**src/rtl/gpio_rf_pkg.sv**
```systemverilog
package gpio_rf_pkg;

   localparam int unsigned BANK_STRIDE  = 8;
   localparam int unsigned DIR_OFS      = 4;
   localparam int unsigned IRQ_WIN_BASE = 'h90;
   localparam int unsigned IRQ_WIN_SIZE = 16;
   localparam int unsigned IRQ_OFS_W    = 4;

   typedef enum logic [1:0] {
      RGN_NONE = 2'd0,
      RGN_DATA = 2'd1,
      RGN_DIR  = 2'd2,
      RGN_IRQ  = 2'd3
   } region_e;

   // Base of a bank's register pair; bases landing on the window are moved past it.
   function automatic int unsigned bank_base(int unsigned b);
      int unsigned a;
      a = (b + 1) * BANK_STRIDE;
      if (a >= IRQ_WIN_BASE) a = a + IRQ_WIN_SIZE;
      return a;
   endfunction

   function automatic int unsigned div_ceil(int unsigned n, int unsigned d);
      return (n + d - 1) / d;
   endfunction

endpackage

```
**src/rtl/gpio_sync.sv**
```systemverilog
module gpio_sync #(
   parameter int unsigned WIDTH = 8
) (
   input  logic             clk,
   input  logic             rst_n,
   input  logic [WIDTH-1:0] async_in,
   output logic [WIDTH-1:0] sync_out
);

   logic [WIDTH-1:0] stage1_q;
   logic [WIDTH-1:0] stage2_q;

   always_ff @(posedge clk or negedge rst_n) begin
      if (!rst_n) begin
         stage1_q <= '0;
         stage2_q <= '0;
      end else begin
         stage1_q <= async_in;
         stage2_q <= stage1_q;
      end
   end

   assign sync_out = stage2_q;

endmodule

```
**src/rtl/gpio_bank.sv**
```systemverilog
module gpio_bank #(
   parameter int unsigned LINES = 8
) (
   input  logic             clk,
   input  logic             rst_n,
   input  logic             data_we,
   input  logic             dir_we,
   input  logic [LINES-1:0] wdata,
   input  logic [LINES-1:0] pin_in,
   output logic [LINES-1:0] pin_out,
   output logic [LINES-1:0] pin_oe,
   output logic [LINES-1:0] data_rd,
   output logic [LINES-1:0] dir_rd
);

   logic [LINES-1:0] latch_q;
   logic [LINES-1:0] dir_q;
   logic [LINES-1:0] pin_sync;

   gpio_sync #(.WIDTH(LINES)) i_sync (
      .clk      (clk),
      .rst_n    (rst_n),
      .async_in (pin_in),
      .sync_out (pin_sync)
   );

   always_ff @(posedge clk or negedge rst_n) begin
      if (!rst_n) begin
         latch_q <= '0;
         dir_q   <= '1;
      end else begin
         if (data_we) latch_q <= wdata;
         if (dir_we)  dir_q   <= wdata;
      end
   end

   // Per-line readback source: synchronized pin for inputs, latch for outputs.
   genvar i;
   generate
      for (i = 0; i < LINES; i++) begin : g_line
         assign data_rd[i] = dir_q[i] ? pin_sync[i] : latch_q[i];
      end
   endgenerate

   assign dir_rd  = dir_q;
   assign pin_out = latch_q;
   assign pin_oe  = ~dir_q;

endmodule

```
**src/rtl/gpio_rf_decode.sv**
```systemverilog
module gpio_rf_decode
   import gpio_rf_pkg::*;
#(
   parameter int unsigned ADDR_W    = 8,
   parameter int unsigned NUM_BANKS = 19
) (
   input  logic [ADDR_W-1:0]    addr,
   output logic [NUM_BANKS-1:0] bank_hit,
   output region_e              region,
   output logic [IRQ_OFS_W-1:0] irq_ofs
);

   localparam logic [ADDR_W-1:0] WIN_LO = ADDR_W'(IRQ_WIN_BASE);
   localparam logic [ADDR_W-1:0] WIN_HI = ADDR_W'(IRQ_WIN_BASE + IRQ_WIN_SIZE - 1);

   genvar b;
   generate
      for (b = 0; b < NUM_BANKS; b++) begin : g_bank
         localparam logic [ADDR_W-1:0] BASE_A = ADDR_W'(bank_base(b));
         assign bank_hit[b] = (addr[ADDR_W-1:3] == BASE_A[ADDR_W-1:3]) &&
                              (addr[1:0] == 2'b00);
      end
   endgenerate

   logic in_window;
   assign in_window = (addr >= WIN_LO) && (addr <= WIN_HI);

   always_comb begin
      if (in_window)       region = RGN_IRQ;
      else if (|bank_hit)  region = addr[2] ? RGN_DIR : RGN_DATA;
      else                 region = RGN_NONE;
   end

   assign irq_ofs = addr[IRQ_OFS_W-1:0];

endmodule

```
**src/rtl/gpio_bank_regfile.sv**
```systemverilog
module gpio_bank_regfile
   import gpio_rf_pkg::*;
#(
   parameter int unsigned NUM_LINES      = 148,
   parameter int unsigned LINES_PER_BANK = 8,
   parameter int unsigned ADDR_W         = 8,
   parameter int unsigned DATA_W         = 32
) (
   input  logic                 clk,
   input  logic                 rst_n,
   input  logic [ADDR_W-1:0]    bus_addr,
   input  logic                 bus_we,
   input  logic [DATA_W-1:0]    bus_wdata,
   output logic [DATA_W-1:0]    bus_rdata,
   input  logic [NUM_LINES-1:0] pin_in,
   output logic [NUM_LINES-1:0] pin_out,
   output logic [NUM_LINES-1:0] pin_oe,
   output logic                 irq_sel,
   output logic                 irq_we,
   output logic [3:0]           irq_ofs,
   output logic [DATA_W-1:0]    irq_wdata,
   input  logic [DATA_W-1:0]    irq_rdata
);

   localparam int unsigned NUM_BANKS = div_ceil(NUM_LINES, LINES_PER_BANK);
   localparam int unsigned TOP_ADDR  = bank_base(NUM_BANKS - 1) + DIR_OFS;

   initial begin
      assert (NUM_LINES > 0) else $error("NUM_LINES must be nonzero");
      assert (LINES_PER_BANK <= DATA_W) else $error("bank wider than data bus");
      assert (ADDR_W >= 8) else $error("address too narrow for interrupt window");
      assert (TOP_ADDR < (2 ** ADDR_W)) else $error("banks exceed address space");
   end

   logic [NUM_BANKS-1:0] bank_hit;
   region_e              region;
   logic [IRQ_OFS_W-1:0] ofs;

   gpio_rf_decode #(
      .ADDR_W    (ADDR_W),
      .NUM_BANKS (NUM_BANKS)
   ) i_decode (
      .addr     (bus_addr),
      .bank_hit (bank_hit),
      .region   (region),
      .irq_ofs  (ofs)
   );

   logic [LINES_PER_BANK-1:0] word_data [NUM_BANKS];
   logic [LINES_PER_BANK-1:0] word_dir  [NUM_BANKS];

   genvar b;
   generate
      for (b = 0; b < NUM_BANKS; b++) begin : g_bank
         localparam int unsigned LO    = b * LINES_PER_BANK;
         localparam int unsigned LINES = ((NUM_LINES - LO) < LINES_PER_BANK) ?
                                         (NUM_LINES - LO) : LINES_PER_BANK;
         logic [LINES-1:0] data_rd;
         logic [LINES-1:0] dir_rd;

         gpio_bank #(.LINES(LINES)) i_bank (
            .clk     (clk),
            .rst_n   (rst_n),
            .data_we (bus_we && bank_hit[b] && (region == RGN_DATA)),
            .dir_we  (bus_we && bank_hit[b] && (region == RGN_DIR)),
            .wdata   (bus_wdata[LINES-1:0]),
            .pin_in  (pin_in[LO +: LINES]),
            .pin_out (pin_out[LO +: LINES]),
            .pin_oe  (pin_oe[LO +: LINES]),
            .data_rd (data_rd),
            .dir_rd  (dir_rd)
         );

         assign word_data[b] = LINES_PER_BANK'(data_rd);
         assign word_dir[b]  = LINES_PER_BANK'(dir_rd);
      end
   endgenerate

   logic [LINES_PER_BANK-1:0] bank_word;
   logic [DATA_W-1:0]         rd_next;

   always_comb begin
      bank_word = '0;
      for (int k = 0; k < NUM_BANKS; k++) begin
         if (bank_hit[k]) bank_word |= (region == RGN_DIR) ? word_dir[k] : word_data[k];
      end
      unique case (region)
         RGN_IRQ:           rd_next = irq_rdata;
         RGN_DATA, RGN_DIR: rd_next = DATA_W'(bank_word);
         default:           rd_next = '0;
      endcase
   end

   always_ff @(posedge clk or negedge rst_n) begin
      if (!rst_n) bus_rdata <= '0;
      else        bus_rdata <= rd_next;
   end

   assign irq_sel   = (region == RGN_IRQ);
   assign irq_we    = bus_we && irq_sel;
   assign irq_ofs   = ofs;
   assign irq_wdata = bus_wdata;

endmodule

```
**config.mk**
```make
export PLATFORM = sky130hd
export DESIGN_NAME = gpio_bank_regfile
export DESIGN_NICKNAME = d
export VERILOG_FILES = /design/src/rtl/gpio_rf_pkg.sv /design/src/rtl/gpio_sync.sv /design/src/rtl/gpio_bank.sv /design/src/rtl/gpio_rf_decode.sv /design/src/rtl/gpio_bank_regfile.sv
export SDC_FILE = /design/constraint.sdc
export NUM_CORES = 1
export LEC_CHECK = 0
export BUFFER_PORTS_ARGS = -buffer_cell sky130_fd_sc_hd__buf_2
export CORE_MARGIN = 5
export CORE_UTILIZATION = 51
export CTS_CLUSTER_SIZE = 24
export DETAILED_ROUTE_END_ITERATION = 6
export PLACE_DENSITY = 0.77
export SETUP_SLACK_MARGIN = 0.5
export SLEW_MARGIN = 20
export SYNTH_ARGS = -nofsm -noshare
export SYNTH_HDL_FRONTEND = slang
export SYNTH_SLANG_ARGS = --single-unit
```
**constraint.sdc**
```tcl
create_clock -name clk -period 5.65 [get_ports clk]
set_clock_uncertainty 0.2 [all_clocks]
set_input_delay 0.8475 -clock clk [delete_from_list [all_inputs] [get_ports clk]]
set_output_delay 0.8475 -clock clk [all_outputs]
set_load 0.01 [all_outputs]
```
==> results of run 1 <==
## state kept, by name, summed over array words and instances (netlist names)
register / count
g_bank.i_bank.dir_rd: 148
g_bank.i_bank.i_sync.stage1_q: 148
bus_rdata: 32
g_bank.i_bank.pin_out: 148
g_bank.i_bank.i_sync.sync_out: 148
## power groups by stage
stage               Clock (W)  Combinational [W]  Sequential, W
floorplan                   0           0.000258        0.00478
global placement            0           0.000595        0.00480
detailed placement          0           0.000605        0.00480
CTS                   0.00442           0.000609        0.00472
global route          0.00461           0.000658        0.00474
finish                0.00438           0.000607        0.00472
## worst min-delay path by stage
stage | slack [ps] | startpoint | to | cells after the start
finish | 40 | rst_n | g_bank[16].i_bank.i_sync.stage1_q[5]$_DFF_PN0_ | 1
global route | 80 | rst_n | g_bank[16].i_bank.i_sync.stage1_q[5]$_DFF_PN0_ | 1
CTS | 40 | rst_n | g_bank[18].i_bank.pin_out[0]$_DFFE_PN0P_ | 1
detailed placement | 130 | g_bank[18].i_bank.i_sync.stage1_q[1]$_DFF_PN0_ | g_bank[18].i_bank.i_sync.sync_out[1]$_DFF_PN0_ | 0
global placement | 130 | g_bank[3].i_bank.i_sync.stage1_q[7]$_DFF_PN0_ | g_bank[3].i_bank.i_sync.sync_out[7]$_DFF_PN0_ | 0
floorplan | 130 | g_bank[0].i_bank.i_sync.stage1_q[0]$_DFF_PN0_ | g_bank[0].i_bank.i_sync.sync_out[0]$_DFF_PN0_ | 0
## critical path, stage by stage
cell	delay [ps]
buf_2	160
nor3_2	180
buf_4	220
nand2_1	90
nand3_1	80
o21a_1	210
ha_4	460
inv_4	360
buf_4	350
nand3_1	120
a21oi_1	90
o41ai_1	570
o221ai_1	390
o21a_1	280
## cell families (layout without fill, tap and decap cells)
group / after synthesis / after routing / synth area share (%)
AOI/OAI and AO/OA: 518 / 518 / 11.7
adders and majority gates: 4 / 4 / 0.209
buffers and inverters: 303 / 843 / 5.69
DFF: 624 / 624 / 66.1
muxes: 148 / 148 / 6.97
other: 0 / 5 / 0
and+or+nand+nor: 428 / 428 / 9.30
## metal layers
metal | up-vias | GRT usage [%] | part of all wire, %
li1 | 7828 | - | -
met1 | 9194 | 42.1 | 36
met2 | 1144 | 52.7 | 47
met3 | 283 | 8.48 | 10
met4 | 6 | 18.9 | 7.0
met5 | - | 0 | 0.049
## cells in the final DEF (no fill, tap or decap), types with 6 or more instances in the layout
cell	instances
dfrtp_1	476
dfstp_2	148
o21ai_0	320
clkbuf_1	7
buf_4	32
mux2_2	147
clkbuf_8	21
o21a_1	6
clkbuf_16	61
inv_1	150
nand2_1	177
o22ai_1	8
nor3_1	7
nor2_1	28
nand2b_1	16
bufinv_16	7
a31oi_1	6
o41ai_1	6
nor4_1	7
nor2_2	13
nor2_4	10
nand3_1	95
a211oi_1	9
clkinv_2	8
or3b_2	19
buf_2	539
a21oi_1	133
and2_1	25
## final cells by class
class                   instances  area (um2)
clock inverters                26         353
inverters                     151         569
multi-input cells            1098        6770
flip-flops and latches        624       15800
diodes                          5        12.5
fillers                      3596       17300
well taps                     607         759
repair buffers                577        3050
clock buffers                  89        1840
## stage by stage
step	power [W]	std cells	util, %
after floorplan	0.00503	2025	-
after global placement	0.00539	3057	58.0
after detailed placement	0.00540	3057	58.0
after CTS	0.00976	3172	62.7
after global routing	0.0100	3174	62.7
final	0.00971	3177	62.8
==> out/results.ini, run 1 <==
[run_status]
outcome = finished clean

[worst_setup_path]
crit_path_start_kind = input port
reg2reg_to = bus_rdata[1]$_DFF_PN0_
reg2reg_depth = 6
endpoint_kind = flop
r2r_slack_ps = 3120
r2r-start = g_bank[17].i_bank.pin_out[1]$_DFFE_PN0P_
critPathArrivalTime_ps = 4480
critPathLaunch = bus_addr[3]
crit_path_max_fanout = 51
crit_end = bus_rdata[5]$_DFF_PN0_
cp.required_ps = 5970
critPathKind = in -> reg

[pwr]
p_sw_w = 0.00229
p_per_area_nw_per_um2 = 333
p_seq_share_pct = 48.7
clock_power_share_pct = 45.1
swShare_pct = 23.6
combPwrFrac_pct = 6.2
p_leak_nw = 14.8
power.internal_w = 0.00742
peakVddDrop_uv = 268

[route]
initialDrtViolationCount = 2162
ant_nets = 0
vias = 18455
drc = 0
vias_per_cell = 5.81
avgRoutedWirePerCell_um = 27.5
first_pass_iters = 6
wirelength_mm = 87.4

[layout]
stdcell_area_um2 = 29200
layout.nets = 2740
syn_to_final_growth_pct = 22.0
final_layout_size_suffix_gt1_share_pct = 40.6

[placed_design]
dpl_cell_area_um2 = 26900
dpl.hpwl_mm = 62.7
port_buffers = 540
gp_congestion = 0.897
pre_cts_ws_ps = 955

[timing]
setup_slack_ps = 1500
hold_ws_ps = 43.8
setup_viol = 0
min_period_over_period_pct = 73.5
finalCriticalPeriod_ps = 4150
drv_slew = 0
hold_viol = 0
fmax_ghz = 0.241
tightest_slew_ps = 1140
max_slew_margin_pct = 23.8
grt_setup_unrepaired = no
tns_ps = 0

[clocking]
cts_sinks = 624
clockBufferDepth = 3
cts_tree = done
cts_buffers = 61
holdBufCountCts = 0
root_buffer = clkbuf_16
insertion_delay_ps = 630
clkTransAtPathRegs_ps = 70
cts_resized = 0
post_cts_buffers = 0
ctsHtreeMaxLevel = 2

[job]
drv_cap = 0

[synthesis]
synth_area_per_cell_um2 = 11.8
ys_ff_latch = 624
synth.top_cells.by_count = 476 x dfrtp_1, 320 x o21ai_0, 177 x nand2_1
synth_top_area_share_pct = 49.8
async_flop_share_pct = 100
synth_warnings = 0
synthesis.nets = 2252
ys_seq_area_share_pct = 66.1
synth_cells = 2025
syn_area_um2 = 23900
synth_edf_count = 0
ys.flop_type = dfrtp_1
synth_top_cell_by_area = dfrtp_1
synth_cell_types = 63
yosys.cell_count.top_type = dfrtp_1
synth.top_cells.by_area = dfrtp_1 50%, dfstp_2 16%, mux2_2 6.9%

[worst_hold_path]
hp-class = in -> async

[die]
dieWidth_um = 226
initial_utilization_pct = 51.4
fp.coreArea_um2 = 46500
die_h_um = 226
io-pin-count = 589
design.die.area_um2 = 51300
rows = 79

[global_routing]
grt_max_degree = 150
grt_usage_pct = 33.3
grt_pass1_wl_mm = 124
grt_pass1_vias = 18392
antenna_found_initial = 9
grt_overflow = 0

Power figures use the tool's default switching activity.
==> run 2: changes to the inputs <==
--- a/config.mk
+++ b/config.mk
@@ -7,10 +7,10 @@
 export LEC_CHECK = 0
 export BUFFER_PORTS_ARGS = -buffer_cell sky130_fd_sc_hd__buf_2
 export CORE_MARGIN = 5
-export CORE_UTILIZATION = 51
+export CORE_UTILIZATION = 48
 export CTS_CLUSTER_SIZE = 24
 export DETAILED_ROUTE_END_ITERATION = 6
-export PLACE_DENSITY = 0.77
+export PLACE_DENSITY = 0.76
 export SETUP_SLACK_MARGIN = 0.5
 export SLEW_MARGIN = 20
 export SYNTH_ARGS = -nofsm -noshare
==> constraint.sdc (replaced) <==
create_clock -name clk -period 3.48 [get_ports clk]
set_clock_uncertainty 0.2 [all_clocks]
set_input_delay 0.522 -clock clk [delete_from_list [all_inputs] [get_ports clk]]
set_output_delay 0.522 -clock clk [all_outputs]
set_load 0.01 [all_outputs]
==> run 2 against run 1 <==
  * Flip-flop and latch count did not move
  * Via count rose by 8.7%
  * Count of clock-buffer cells in the layout shrank 6
  * Cell count increased by 12%
  * Register-to-register slack got worse by 1800 ps
  * Worst hold slack better by 19 ps
  * Clock power grew 75%
  * Core utilization grew 3.2 points
  * Critical path type unchanged
  * Critical endpoint is now bus_rdata[6]$_DFF_PN0_
  * Largest cell class unchanged
  * Largest power group unchanged
==> out/results.ini, run 2 (synthesized netlist as in run 1, its figures left out) <==
[clocking]
clkTransAtPathRegs_ps = 60  ; was 70 ps
insertion_delay_ps = 620  ; was 630 ps
cts_sinks = 624  ; unchanged
cts_buffers = 66  ; was 61
ctsHtreeMaxLevel = 3  ; was 2
cts_tree = done  ; unchanged
clockBufferDepth = 3  ; unchanged
root_buffer = clkbuf_16  ; unchanged

[pwr]
p_leak_nw = 16.3  ; was 14.8 nW
peakVddDrop_uv = 417  ; was 268 uV
p_per_area_nw_per_um2 = 513  ; was 333 nW/um2

[die]
fp.coreArea_um2 = 49100  ; was 46,500 um2
initial_utilization_pct = 48.7  ; was 51.4%
design.die.area_um2 = 54300  ; was 51,300 um2
dieWidth_um = 233  ; was 226 um
die_h_um = 233  ; was 226 um
io-pin-count = 589  ; unchanged
rows = 81  ; was 79

[job]
drv_cap = 0  ; unchanged

[route]
first_pass_iters = 5  ; was 6
initialDrtViolationCount = 2230  ; was 2,162
wl_met1_mm = 34.1  ; was 31.6 mm
avgRoutedWirePerCell_um = 26.6  ; was 27.5 um
drc = 0  ; unchanged
vias_per_cell = 5.64  ; was 5.81
route.met2.wl_mm = 44.6  ; was 40.7 mm
dr.max_layer_used = met5  ; unchanged
met3_length_mm = 10.3  ; was 8.97 mm
vias = 20061  ; was 18,455
wirelength_mm = 94.6  ; was 87.4 mm
ant_nets = 0  ; unchanged

[worst_setup_path]
crit_path_start_kind = input port  ; unchanged
cp.required_ps = 3740  ; was 5970 ps
critPathArrivalTime_ps = 3190  ; was 4480 ps
reg2reg_to = bus_rdata[3]$_DFF_PN0_  ; was bus_rdata[1]$_DFF_PN0_
r2r_slack_ps = 1310  ; was 3120 ps
critPathKind = in -> reg  ; unchanged
crit_path_max_fanout = 16  ; was 51
endpoint_kind = flop  ; unchanged
r2r-start = g_bank[4].i_bank.dir_rd[3]$_DFFE_PN1P_  ; was g_bank[17].i_bank.pin_out[1]$_DFFE_PN0P_
reg2reg_depth = 6  ; unchanged

[timing]
drv_slew = 0  ; unchanged
max_slew_margin_pct = 27.9  ; was 23.8%
setup_viol = 0  ; unchanged
grt_setup_unrepaired = no  ; unchanged
tightest_slew_ps = 1080  ; was 1140 ps
hold_viol = 0  ; unchanged
hold_ws_ps = 62.6  ; was 43.8 ps
fmax_ghz = 0.341
min_period_over_period_pct = 84.2
finalCriticalPeriod_ps = 2930

[layout]
mostFrequentLayoutCells = 539 x buf_2, 476 x dfrtp_1, 319 x o21ai_0  ; was 539 x buf_2, 476 x dfrtp_1, 320 x o21ai_0
final_layout_size_suffix_gt1_share_pct = 41.4  ; was 40.6%
multi_input_area_um2 = 6860  ; was 6770 um2
fill_cells = 3640  ; was 3,596
regArea_um2 = 15800  ; unchanged
layout.nets = 3055  ; was 2,740
final_common_cell = buf_2  ; unchanged
syn_to_final_growth_pct = 35.5  ; was 22.0%
post-route-util_pct = 66.0  ; was 62.8%

[worst_hold_path]
hold_start = bus_wdata[4]
hp-class = in -> reg  ; was in -> async
holdPathStages = 3
whs_endpoint = g_bank[2].i_bank.dir_rd[4]$_DFFE_PN1P_

[global_routing]
grt_max_degree = 90  ; was 150
grt_pass1_vias = 20632  ; was 18,392
grt_usage_pct = 34.3  ; was 33.3%
grt_overflow = 0  ; unchanged
grt_pass1_wl_mm = 137  ; was 124 mm
antenna_found_initial = 13  ; was 9

[run_status]
outcome = finished clean  ; unchanged

[placed_design]
port_buffers = 540  ; unchanged
dpl.hpwl_mm = 67.5  ; was 62.7 mm
gp_congestion = 0.939  ; was 0.897

[run 2: cell count changes in the layout (fill, tap and decap cells not counted), moves of 3 or more]
cell,change
a2111oi_0,-3
a21oi_1,-4
a21oi_2,+4
buf_12,+9
buf_4,+127
bufinv_16,+4
clkbuf_16,+6
clkbuf_8,-13
diode_2,+4
dlygate4sd3_1,+174
inv_6,+5
nor4_1,-3
[run 2: worst max path at each step]
| stage | startpoint | end | slack [ps] | depth (start not counted) |
|---|---|---|---|---|
| final | bus_addr[1] | bus_rdata[6]$_DFF_PN0_ | 550 | 15 |
| after global routing | bus_addr[0] | bus_rdata[6]$_DFF_PN0_ | 470 | 15 |
| after CTS | bus_addr[0] | bus_rdata[7]$_DFF_PN0_ | 520 | 16 |
| after detailed placement | bus_addr[0] | bus_rdata[0]$_DFF_PN0_ | -230 | 15 |
| after global placement | bus_addr[0] | bus_rdata[7]$_DFF_PN0_ | -190 | 16 |
| after floorplan | bus_addr[4] | bus_rdata[5]$_DFF_PN0_ | 440 | 16 |
[run 2: repair_timing]
action | CTS | global route
buffers inserted | 0 | 0
gates resized for setup | 3 | 12
hold endpoints to repair | 225 | 0
pin swaps | 0 | 1
endpoints found under the setup margin | 7 | 8
hold buffers | 174 | 0
[run 2: routing by layer]
| layer | vias up | global-route usage [%] |
|---|---|---|
| met4 | 10 | 17.6 |
| met1 | 10029 | 42.0 |
| met3 | 332 | 11.1 |
| li1 | 8453 | - |
| met2 | 1237 | 54.7 |
| met5 | - | 0 |
[run 2: where the power goes]
group          switching [W]  total, W  internal, W
Combinational       0.000772   0.00127     0.000499
Sequential          0.000126   0.00768      0.00755
Clock                0.00309   0.00768      0.00459
Total                0.00399    0.0166       0.0126
[run 2: worst max-delay path, cell delays in order]
cell and delay [ps]:
buf_2 120, nor2_4 170, buf_4 140, buf_4 130, nand4_1 90, nand2_1 160
ha_4 200, inv_4 140, buf_4 220, buf_4 180, nand3_1 90, a21oi_1 70
o41ai_1 640, and3_1 250, a221oi_1 70
[run 2: cell type report]
cell class / count / share of cell area (%)
Multi-Input combinational cell: 1098 / 21.2
Clock inverter: 39 / 1.70
Inverter: 151 / 1.76
Sequential cell: 624 / 48.8
Antenna cell: 9 / 0.0696
Clock buffer: 83 / 5.61
Tap cell: 664 / 2.57
Timing Repair Buffer: 887 / 18.3
[run 2: stage by stage]
step | instances | setup WS (ps) | power [W] | TNS [ps] | cell area, um2
2_1_floorplan | 2025 | 439 | 0.00818 | 0 | 24000
3_3_place_gp | 3250 | -190 | 0.00885 | -808 | 28200
3_5_place_dp | 3250 | -235 | 0.00888 | -1120 | 28200
4_1_cts | 3546 | 515 | 0.0167 | 0 | 32300
5_1_grt | 3552 | 466 | 0.0171 | 0 | 32400
6_report | 3555 | 549 | 0.0166 | 0 | 32400
==> run 3: changes to the inputs <==
--- a/config.mk
+++ b/config.mk
@@ -7,10 +7,10 @@
 export LEC_CHECK = 0
 export BUFFER_PORTS_ARGS = -buffer_cell sky130_fd_sc_hd__buf_2
 export CORE_MARGIN = 5
-export CORE_UTILIZATION = 48
+export CORE_UTILIZATION = 51
 export CTS_CLUSTER_SIZE = 24
 export DETAILED_ROUTE_END_ITERATION = 6
-export PLACE_DENSITY = 0.76
+export PLACE_DENSITY = 0.77
 export SETUP_SLACK_MARGIN = 0.5
 export SLEW_MARGIN = 20
 export SYNTH_ARGS = -nofsm -noshare
==> constraint.sdc (replaced) <==
create_clock -name clk -period 2.8 [get_ports clk]
set_clock_uncertainty 0.2 [all_clocks]
set_input_delay 0.42 -clock clk [delete_from_list [all_inputs] [get_ports clk]]
set_output_delay 0.42 -clock clk [all_outputs]
set_load 0.01 [all_outputs]
==> run 3 against run 2 <==
  * Via count grew 3.8%
  * Highest routed layer unchanged
  * Flip-flop and latch count unchanged
  * Clock power grew 24%
  * Sequential power is 24% higher
  * Final area rose by 6.1%
  * Cell count shrank 0.23%
  * Largest power group unchanged
  * Critical path depth increased by 1
  * Power increased by 25%
  * Sequential share of layout area fell by 2.8 points
  * Global-route usage rose by 2.9 points
==> out/results.ini, run 3 (synthesized netlist as in run 1, its figures left out) <==
[global_routing]
grt_usage_pct = 37.1  ; was 34.3%
grt_util_met1_pct = 46.6  ; was 42.0%
top_usage_layer = met2  ; unchanged
grt_overflow = 0  ; unchanged
grt_pass1_wl_mm = 140  ; was 137 mm
grt_max_degree = 84  ; was 90
use_met2_pct = 60.1  ; was 54.7%
grt_use_met3_pct = 9.88  ; was 11.1%
grt_pass1_vias = 21483  ; was 20,632
antenna_found_initial = 7  ; was 13

[route]
wirelength_mm = 98.7  ; was 94.6 mm
drc = 0  ; unchanged
avgRoutedWirePerCell_um = 27.8  ; was 26.6 um
vias = 20831  ; was 20,061
first_pass_iters = 6  ; was 5
ant_nets = 0  ; unchanged
initialDrtViolationCount = 2129  ; was 2,230
vias_per_cell = 5.87  ; was 5.64

[die]
rows = 79  ; was 81
dieWidth_um = 226  ; was 233 um
initial_utilization_pct = 51.4  ; was 48.7%
fp.coreArea_um2 = 46500  ; was 49,100 um2
design.die.area_um2 = 51300  ; was 54,300 um2
io-pin-count = 589  ; unchanged
die_h_um = 226  ; was 233 um

[clocking]
cts_sinks = 624  ; unchanged
insertion_delay_ps = 600  ; was 620 ps
clkTransAtPathRegs_ps = 70  ; was 60 ps
cts_buffers = 66  ; unchanged
cts_tree = done  ; unchanged
clockBufferDepth = 3  ; unchanged
ctsHtreeMaxLevel = 3  ; unchanged
root_buffer = clkbuf_16  ; unchanged

[placed_design]
dpl.hpwl_mm = 67.1  ; was 67.5 mm
gp_congestion = 0.929  ; was 0.939
dpl_cell_area_um2 = 29100  ; was 28,200 um2
port_buffers = 540  ; unchanged

[timing]
setup_viol = 0  ; unchanged
tns_ps = 0  ; unchanged
finalCriticalPeriod_ps = 2720
tightest_slew_ps = 1220  ; was 1080 ps
grt_setup_unrepaired = yes  ; was no
max_slew_margin_pct = 18.3  ; was 27.9%
drv_slew = 0  ; unchanged
fmax_ghz = 0.368
hold_viol = 0  ; unchanged
min_period_over_period_pct = 97.0

[worst_setup_path]
path_delay_family = buffers and inverters  ; unchanged
cp.required_ps = 3090  ; was 3740 ps
crit_buf_inv = 7  ; was 6
slowest_delay_ps = 410  ; was 640 ps
crit_chain = buf_8 > nor2_4 > buf_6 > buf_4 > nand4_1 > nand2_2 > ha_4 > inv_4 > buf_12 > buf_4 > nand3_1 > a21oi_1 > nor4_2 > buf_4 > o22ai_1 > o31a_1  ; was buf_2 > nor2_4 > buf_4 > buf_4 > nand4_1 > nand2_1 > ha_4 > inv_4 > buf_4 > buf_4 > nand3_1 > a21oi_1 > o41ai_1 > and3_1 > a221oi_1
endpoint_kind = flop  ; unchanged
crit_path_max_fanout = 19  ; was 16
critPathKind = in -> reg  ; unchanged
crit_path_start_kind = input port  ; unchanged
critPathArrivalTime_ps = 3010  ; was 3190 ps
r2r_slack_ps = 690  ; was 1310 ps
path_common_cell = buf_4  ; unchanged
cp_slowest_cell = nor4_2  ; was o41ai_1

[worst_hold_path]
hp-class = in -> reg  ; unchanged

[layout]
fill_cells = 2917  ; was 3,640
syn_to_final_growth_pct = 43.8  ; was 35.5%
final_layout_size_suffix_gt1_share_pct = 44.2  ; was 41.4%
mostFrequentLayoutCells = 533 x buf_2, 476 x dfrtp_1, 278 x o21ai_0  ; was 539 x buf_2, 476 x dfrtp_1, 319 x o21ai_0
final_common_cell = buf_2  ; unchanged
post-route-util_pct = 74.0  ; was 66.0%
layout.nets = 3110  ; was 3,055
stdcell_area_um2 = 34400  ; was 32,400 um2

[job]
drv_cap = 0  ; unchanged

[run_status]
outcome = finished clean  ; unchanged

[pwr]
p_leak_nw = 17.0  ; was 16.3 nW
p_per_area_nw_per_um2 = 605  ; was 513 nW/um2
peakVddDrop_uv = 639  ; was 417 uV

[run 3: cell types whose count changed in the layout (fill, tap and decap cells not counted), sizes merged]
| cell | before | now |
|---|---|---|
| dlygate4sd3 | 174 | 180 |
| clkbuf | 83 | 89 |
| inv | 160 | 153 |
| clkinvlp | 4 | 3 |
| diode | 9 | 5 |
| buf | 713 | 759 |
| clkinv | 15 | 18 |
[run 3: power breakdown]
part | switching, W | total [W] | internal, W
Combinational | 0.00101 | 0.00173 | 0.000714
Sequential | 0.000167 | 0.00955 | 0.00939
Clock | 0.00372 | 0.00951 | 0.00579
Total | 0.00490 | 0.0208 | 0.0159
[run 3: per-layer routing]
| layer | up-vias | share of wire (%) |
|---|---|---|
| li1 | 8571 | - |
| met1 | 10399 | 36 |
| met2 | 1466 | 47 |
| met3 | 389 | 11 |
| met4 | 6 | 6.9 |
| met5 | - | 0.025 |
[run 3: worst register-to-register path, stage by stage (launching register included)]
cell	delay (ps)
dfstp_2	530
inv_1	90
nand3_1	100
a21oi_1	130
o41ai_2	390
o221ai_1	200
buf_4	190
o21a_1	180
[run 3: what timing repair did]
item                                   in CTS  in global routing
setup buffers                               4                  9
endpoints found under the hold margin     232                  0
hold buffers                              180                  0
setup endpoints to repair                 281                227
resized for setup                          75                206
cloned                                      0                  3
pin swaps                                  10                 34
[run 3: through the flow]
stage | power (W) | worst slack [ps] | hold slack (ps) | instances
3_5_place_dp | 0.0111 | -710 | 135 | 3226
4_1_cts | 0.0207 | 292 | 15.4 | 3530
2_1_floorplan | 0.0102 | -139 | -75.6 | 2025
3_3_place_gp | 0.0110 | -712 | 133 | 3226
5_1_grt | 0.0213 | 94.2 | 46.5 | 3546
6_report | 0.0208 | 84.5 | 31.3 | 3547
[run 3: path summary, 6_finish.rpt]
check,start,to,depth (start not counted)
setup / recovery,bus_addr[0],bus_rdata[0]$_DFF_PN0_,16
hold / removal,irq_rdata[1],bus_rdata[1]$_DFF_PN0_,3
setup reg to reg,g_bank[17].i_bank.dir_rd[5]$_DFFE_PN1P_,bus_rdata[5]$_DFF_PN0_,7
hold reg to reg,g_bank[8].i_bank.i_sync.stage1_q[1]$_DFF_PN0_,g_bank[8].i_bank.i_sync.sync_out[1]$_DFF_PN0_,0
max in group asynchronous,rst_n,g_bank[15].i_bank.dir_rd[7]$_DFFE_PN1P_,4
min in group asynchronous,rst_n,bus_rdata[30]$_DFF_PN0_,2
[run 3: area by class of cell]
type	instances	area (um2)	area share, %
antenna	5	12.5	0.0364
clock buffer	86	1890	5.50
clock inverter	34	460	1.34
inverter	151	572	1.66
multi-input combinational	1098	7760	22.6
sequential	624	15800	46.0
tap	607	759	2.21
timing repair buffer	942	7100	20.7
